### src/rtl/cal_pkg.sv
package cal_pkg;

  typedef struct packed {
    logic       pm;
    logic [7:0] hr;
    logic [7:0] mn;
    logic [7:0] sc;
  } tod_t;

  typedef struct packed {
    logic [7:0] yr;
    logic [2:0] wd;
    logic [7:0] mo;
    logic [7:0] dy;
  } cdate_t;

  // Increment a two-digit BCD value with decimal carry between digits.
  function automatic logic [7:0] bcd_step(input logic [7:0] v);
    if (v[3:0] == 4'd9) return {v[7:4] + 4'd1, 4'd0};
    return {v[7:4], v[3:0] + 4'd1};
  endfunction

  // Year divisible by 4, judged on the BCD digits.
  function automatic logic bcd_leap(input logic [7:0] y);
    if (y[4]) return (y[3:0] == 4'd2) || (y[3:0] == 4'd6);
    return (y[3:0] == 4'd0) || (y[3:0] == 4'd4) || (y[3:0] == 4'd8);
  endfunction

  function automatic logic [7:0] month_last_day(input logic [7:0] m, input logic [7:0] y);
    case (m)
      8'h02:                      return bcd_leap(y) ? 8'h29 : 8'h28;
      8'h04, 8'h06, 8'h09, 8'h11: return 8'h30;
      default:                    return 8'h31;
    endcase
  endfunction

  function automatic logic [7:0] hour12_step(input logic [7:0] h);
    if (h == 8'h12) return 8'h01;
    return bcd_step(h);
  endfunction

  function automatic logic [31:0] pack_tod(input tod_t t);
    return {9'd0, t.pm, t.hr[5:0], 1'b0, t.mn[6:0], 1'b0, t.sc[6:0]};
  endfunction

  function automatic tod_t unpack_tod(input logic [31:0] w);
    tod_t t;
    t.pm = w[22];
    t.hr = {2'b00, w[21:16]};
    t.mn = {1'b0, w[14:8]};
    t.sc = {1'b0, w[6:0]};
    return t;
  endfunction

  function automatic logic [31:0] pack_date(input cdate_t d);
    return {8'd0, d.yr, d.wd, d.mo[4:0], 2'b00, d.dy[5:0]};
  endfunction

  function automatic cdate_t unpack_date(input logic [31:0] w);
    cdate_t d;
    d.yr = w[23:16];
    d.wd = w[15:13];
    d.mo = {3'b000, w[12:8]};
    d.dy = {2'b00, w[5:0]};
    return d;
  endfunction

endpackage

### src/rtl/cal_prescaler.sv
module cal_prescaler #(
  parameter int AW     = 7,
  parameter int SW     = 15,
  parameter int A_INIT = 127,
  parameter int S_INIT = 255
) (
  input  logic          clk,
  input  logic          rst_n,
  input  logic          hold,
  input  logic [AW-1:0] div_a,
  input  logic [SW-1:0] div_s,
  output logic [SW-1:0] sub_cnt,
  output logic          apre_tick,
  output logic          sec_tick
);
  logic [AW-1:0] a_cnt;
  logic [SW-1:0] s_cnt;

  assign apre_tick = !hold && (a_cnt == '0);
  assign sec_tick  = apre_tick && (s_cnt == '0);
  assign sub_cnt   = s_cnt;

  always_ff @(posedge clk or negedge rst_n) begin
    if (!rst_n) begin
      a_cnt <= AW'(A_INIT);
      s_cnt <= SW'(S_INIT);
    end else if (hold) begin
      a_cnt <= div_a;
      s_cnt <= div_s;
    end else if (a_cnt == '0) begin
      a_cnt <= div_a;
      s_cnt <= (s_cnt == '0) ? div_s : s_cnt - SW'(1);
    end else begin
      a_cnt <= a_cnt - AW'(1);
    end
  end
endmodule

### src/rtl/cal_time.sv
module cal_time
  import cal_pkg::*;
(
  input  logic clk,
  input  logic rst_n,
  input  logic step,
  input  logic fmt12,
  input  logic ld,
  input  tod_t ld_val,
  output tod_t q,
  output logic day_carry
);
  logic sec_wrap, min_wrap, hr_last;
  tod_t nxt;

  assign sec_wrap  = (q.sc == 8'h59);
  assign min_wrap  = sec_wrap && (q.mn == 8'h59);
  assign hr_last   = fmt12 ? ((q.hr == 8'h11) && q.pm) : (q.hr == 8'h23);
  assign day_carry = step && min_wrap && hr_last;

  always_comb begin
    nxt = q;
    nxt.sc = sec_wrap ? 8'h00 : bcd_step(q.sc);
    if (sec_wrap) nxt.mn = (q.mn == 8'h59) ? 8'h00 : bcd_step(q.mn);
    if (min_wrap) begin
      if (fmt12) begin
        nxt.hr = hour12_step(q.hr);
        if (q.hr == 8'h11) nxt.pm = !q.pm;
      end else begin
        nxt.hr = (q.hr == 8'h23) ? 8'h00 : bcd_step(q.hr);
      end
    end
  end

  always_ff @(posedge clk or negedge rst_n) begin
    if (!rst_n)    q <= '0;
    else if (ld)   q <= ld_val;
    else if (step) q <= nxt;
  end
endmodule

### src/rtl/cal_date.sv
module cal_date
  import cal_pkg::*;
(
  input  logic   clk,
  input  logic   rst_n,
  input  logic   step,
  input  logic   ld,
  input  cdate_t ld_val,
  output cdate_t q
);
  logic   end_of_month, end_of_year;
  cdate_t nxt;

  assign end_of_month = (q.dy == month_last_day(q.mo, q.yr));
  assign end_of_year  = end_of_month && (q.mo == 8'h12);

  always_comb begin
    nxt    = q;
    nxt.wd = (q.wd == 3'd7) ? 3'd1 : q.wd + 3'd1;
    nxt.dy = end_of_month ? 8'h01 : bcd_step(q.dy);
    if (end_of_month) nxt.mo = (q.mo == 8'h12) ? 8'h01 : bcd_step(q.mo);
    if (end_of_year)  nxt.yr = (q.yr == 8'h99) ? 8'h00 : bcd_step(q.yr);
  end

  always_ff @(posedge clk or negedge rst_n) begin
    if (!rst_n)    q <= '{yr: 8'h00, wd: 3'd1, mo: 8'h01, dy: 8'h01};
    else if (ld)   q <= ld_val;
    else if (step) q <= nxt;
  end
endmodule

### src/rtl/bcd_calendar.sv
module bcd_calendar
  import cal_pkg::*;
#(
  parameter int APRE_W   = 7,
  parameter int SPRE_W   = 15,
  parameter int APRE_RST = 127,
  parameter int SPRE_RST = 255
) (
  input  logic              clk,
  input  logic              rst_n,
  input  logic              init_mode,
  input  logic              cfg_load,
  input  logic              cfg_fmt12,
  input  logic [APRE_W-1:0] cfg_pre_a,
  input  logic [SPRE_W-1:0] cfg_pre_s,
  input  logic              wr_time,
  input  logic              wr_date,
  input  logic [31:0]       wr_data,
  output logic [31:0]       time_word,
  output logic [31:0]       date_word,
  output logic [SPRE_W-1:0] subsec
);
  logic [APRE_W-1:0] div_a;
  logic [SPRE_W-1:0] div_s;
  logic              fmt12;
  logic              apre_tick, sec_tick, day_tick;
  logic              ld_time, ld_date, ld_cfg;
  tod_t              tod_q;
  cdate_t            date_q;

  assign ld_cfg  = init_mode && cfg_load;
  assign ld_time = init_mode && wr_time;
  assign ld_date = init_mode && wr_date;

  always_ff @(posedge clk or negedge rst_n) begin
    if (!rst_n) begin
      div_a <= APRE_W'(APRE_RST);
      div_s <= SPRE_W'(SPRE_RST);
      fmt12 <= 1'b0;
    end else if (ld_cfg) begin
      div_a <= cfg_pre_a;
      div_s <= cfg_pre_s;
      fmt12 <= cfg_fmt12;
    end
  end

  cal_prescaler #(.AW(APRE_W), .SW(SPRE_W), .A_INIT(APRE_RST), .S_INIT(SPRE_RST)) u_pre (
    .clk(clk), .rst_n(rst_n), .hold(init_mode), .div_a(div_a), .div_s(div_s),
    .sub_cnt(subsec), .apre_tick(apre_tick), .sec_tick(sec_tick)
  );

  cal_time u_time (
    .clk(clk), .rst_n(rst_n), .step(sec_tick), .fmt12(fmt12), .ld(ld_time),
    .ld_val(unpack_tod(wr_data)), .q(tod_q), .day_carry(day_tick)
  );

  cal_date u_date (
    .clk(clk), .rst_n(rst_n), .step(day_tick), .ld(ld_date),
    .ld_val(unpack_date(wr_data)), .q(date_q)
  );

  assign time_word = pack_tod(tod_q);
  assign date_word = pack_date(date_q);
endmodule

### config.mk
export PLATFORM = sky130hd
export DESIGN_NAME = bcd_calendar
export DESIGN_NICKNAME = d
export VERILOG_FILES = /design/src/rtl/cal_pkg.sv /design/src/rtl/cal_prescaler.sv /design/src/rtl/cal_time.sv /design/src/rtl/cal_date.sv /design/src/rtl/bcd_calendar.sv
export SDC_FILE = /design/constraint.sdc
export NUM_CORES = 1
export LEC_CHECK = 0
export CORE_AREA = 2 2 115 117
export DETAILED_ROUTE_END_ITERATION = 7
export DIE_AREA = 0 0 117 119
export PLACE_DENSITY = 0.78
export SLEW_MARGIN = 30
export SYNTH_ARGS = -nofsm -noshare
export SYNTH_HDL_FRONTEND = slang
export SYNTH_SLANG_ARGS = --single-unit
### constraint.sdc
create_clock -name clk -period 6.3 [get_ports clk]
set_input_delay 1.575 -clock clk [delete_from_list [all_inputs] [get_ports clk]]
set_output_delay 1.575 -clock clk [all_outputs]
set_load 0.03 [all_outputs]
==> run_results.csv <==
group,metric,value,unit
outcome,status,"finished clean",
clock_network,cts_max_level,3,
setup_path,rr_endpoint,"u_date.q[2]$_DFFE_PN0P_",
logic_synthesis,avgSynthCellArea,9.00,um^2
placement,dp_cells,911,
global_route,grt_pass1_vias,5091,
global_route,grt_start_max_net_pins,50,
flow_run,drv_cap,0,
pwr,ir_drop,0.192,mV
hold_path,hold_path_class,"reg -> reg",
floorplan,io-pin-count,140,
setup_path,rr_worst_depth,9,
setup_path,required,6.57,ns
placement,io_buffers,109,
sta,clock.fmax,232,MHz
routing,drc_errors,0,
setup_path,start_kind,"input port",
cells_and_area,fin_area,0.00737,mm^2
logic_synthesis,synth_top_cell_by_area,"dfrtp_1",
placement,place_hpwl,11200,um
floorplan,core_area,0.0129,mm^2
setup_path,slowest_stage,"clkdlybuf4s50_1",
global_route,grt_first_pass_wirelength,24500,um
logic_synthesis,synth_top_area_frac,0.257,
sta,whs,0.480,ns
sta,slew_violations,0,
logic_synthesis,synth-edff-count,0,
clock_network,root_buffer,"clkbuf_16",
setup_path,cp_num_buf_inv,1,
floorplan,rows,42,
logic_synthesis,syn_inst,691,
clock_network,tritoncts,"done",
setup_path,cpLargestDelayFamily,"simple AND/OR/NAND/NOR gates",
setup_path,slowest_delay,0.71,ns
sta,finalHoldViolCount,0,
floorplan,die_w,117,um
clock_network,cts_made_buffers,9,
cells_and_area,area_growth,18.4,%
logic_synthesis,yosysSeqAreaShare,0.397,
hold_path,worstHoldEndpoint,"u_pre.a_cnt[1]$_DFF_PN1_",
cells_and_area,drive_gt1_frac,0.124,
sta,period_share,0.683,
cells_and_area,fillers,1171,
clock_network,post_cts_resized,0,
logic_synthesis,ys_top_cells_by_count,"buf_4 (64), dfrtp_1 (64), nand2_1 (60), o21ai_0 (60), nor2_1 (55)",
routing,num_vias,5335,
cells_and_area,num_antenna_cells,0,
floorplan,floorplan.initialDensity,0.483,
pwr,p_leak,2.96,nW
logic_synthesis,yosysWarnings,0,
setup_path,arrival,4.57,ns
floorplan,die_height,119,um
clock_network,clk_latency,0.34,ns
setup_path,critPathCaptureType,"register",
sta,setup_viol,0,
clock_network,cts.path.max_buffers,2,
clock_network,clkTransAtPathRegs,0.07,ns
clock_network,clock_sinks,97,
hold_path,min_from,"div_a[1]$_DFFE_PN1P_",
sta,timing.final.crit_period,4.30,ns
global_route,grt_usage,0.222,
logic_synthesis,async_flop_share,1.00,
pwr,power_density,266,mW/mm^2
logic_synthesis,ys.flop_type,"dfrtp_1",
setup_path,r2r_start,"u_pre.sub_cnt[0]$_DFFE_PN1P_",
setup_path,r2r_slack,3.11,ns
floorplan,dieArea,0.0139,mm^2
setup_path,critical_path_class,"in -> reg",
routing,routed_via_density,5.76,
cells_and_area,final_cells,927,
placement,place_congestion,0.934,
hold_path,hold_path_depth,2,
clock_network,hold_buffers,0,
placement,place_area,0.00708,mm^2
routing,drt_iter0_markers,306,
global_route,grt-ovfl-total,0,
routing,post_drt_wl_per_cell,16.3,um
routing,drt-pass1-iter-count,5,
cells_and_area,nets,830,
sta,finalSetupTns,0,ns
logic_synthesis,synthTopCellsByArea,"dfrtp_1 (26%), dfstp_2 (14%), buf_4 (7.7%), o21ai_0 (4.8%), ha_1 (4.6%)",
sta,slew_headroom,0.425,
logic_synthesis,syn_area,0.00622,mm^2
setup_path,worstPathCellList,"clkdlybuf4s50_1 -> or3_1 -> nor4_4 -> and4_1 -> o2111ai_1 -> or4_1 -> a21oi_1",
logic_synthesis,synth.distinct_cells,70,
clock_network,cts_setup_buffers,0,
sta,rsz0062_at_grt,"false",
logic_synthesis,ys_seq_elements,97,
setup_path,path_max_fanout,15,
routing,totalWireLength,15100,um
sta,worst_slew_pin_slew,0.857,ns
routing,ant_nets,0,
global_route,antenna_found_initial,0,
sta,clock_skew,0.0106,ns
-- registers in the layout, summed over array words and instances (netlist names) --
register and cells:
div_a 7, u_pre.sub_cnt 15, fmt12 1, u_date.q 27, div_s 15, u_time.q 25, u_pre.a_cnt 7
-- layout by cell type, fill, tap and decap left out, types with 4 or more instances in the layout --
cell type / synthesis / routed
nand3_1: 25 / 25
nand4_1: 6 / 6
clkbuf_16: 0 / 9
nor3_1: 15 / 15
o21ai_0: 60 / 60
clkdlybuf4s50_1: 0 / 108
nor4b_1: 4 / 4
nor2_1: 55 / 54
a21oi_1: 39 / 39
and4_1: 4 / 4
a31oi_1: 15 / 15
and3_1: 8 / 8
xnor2_1: 4 / 4
buf_4: 64 / 5
nor3b_1: 5 / 5
nand2b_1: 4 / 4
dfstp_2: 33 / 33
conb_1: 1 / 21
nor4_1: 7 / 7
or3_1: 13 / 13
mux2_2: 24 / 24
o31ai_1: 5 / 4
xor2_1: 4 / 4
inv_1: 28 / 28
o211ai_1: 4 / 4
nand2_1: 60 / 59
dfrtp_1: 64 / 64
nand3b_1: 8 / 8
a211oi_1: 10 / 10
or4_1: 6 / 6
mux2i_1: 7 / 7
ha_1: 23 / 23
-- report_power, final --
part           switching, mW  internal, mW  leakage, nW  total (mW)
registers              0.118         0.742         1.11       0.860
clock network          0.254         0.274        0.138       0.528
logic                  0.322         0.247         1.71       0.569
total                  0.695          1.26         2.96        1.96
-- area by class of cell --
class,instances,area (um^2),share of cell area
inverter,28,105,0.0143
tap,176,220,0.0299
clock inverter,6,50.0,0.00679
timing repair buffer,114,1150,0.156
multi-input combinational,496,3150,0.428
clock buffer,10,229,0.0311
sequential,97,2470,0.335
-- metrics by stage --
stage	worst slack (ns)	utilization	power, mW
floorplan	2.83	-	1.26
global placement	1.78	0.548	1.41
detailed placement	1.67	0.550	1.44
CTS	2.04	0.572	1.97
global route	1.86	0.572	2.06
finish	2.00	0.572	1.96
-- worst min-delay path, stage by stage, from the launching register on --
cell     delay, ns
dfstp_2       0.37
nand2_1       0.04
o21ai_0       0.06
-- how the worst max path moves through the flow --
stage | startpoint | to | slack, ns | cells past startpoint
4_1_cts | init_mode | u_date.q[15]$_DFFE_PN0P_ | 2.04 | 7
2_1_floorplan | init_mode | u_date.q[24]$_DFFE_PN0P_ | 2.83 | 7
5_1_grt | init_mode | u_date.q[15]$_DFFE_PN0P_ | 1.86 | 7
3_3_place_gp | init_mode | u_date.q[15]$_DFFE_PN0P_ | 1.78 | 7
3_5_place_dp | init_mode | u_date.q[15]$_DFFE_PN0P_ | 1.67 | 7
6_report | init_mode | u_date.q[15]$_DFFE_PN0P_ | 2.00 | 7
-- metal layers --
metal | global-route usage | part of all wire
met5 | 0 | 0
met4 | 0.0787 | 0.018
met3 | 0.0483 | 0.074
met2 | 0.359 | 0.49
met1 | 0.291 | 0.42
-- logic make-up (layout without fill, tap and decap cells) --
group	Yosys count	in the layout	synth area share
simple gates	241	241	0.206
other cells	1	21	0.000603
flops	97	97	0.397
xor+xnor	8	8	0.0113
fa+ha+maj	23	23	0.0463
mux	31	31	0.0547
compound gates	172	172	0.174
buf+inv	118	158	0.111
Power figures use the tool's default switching activity.
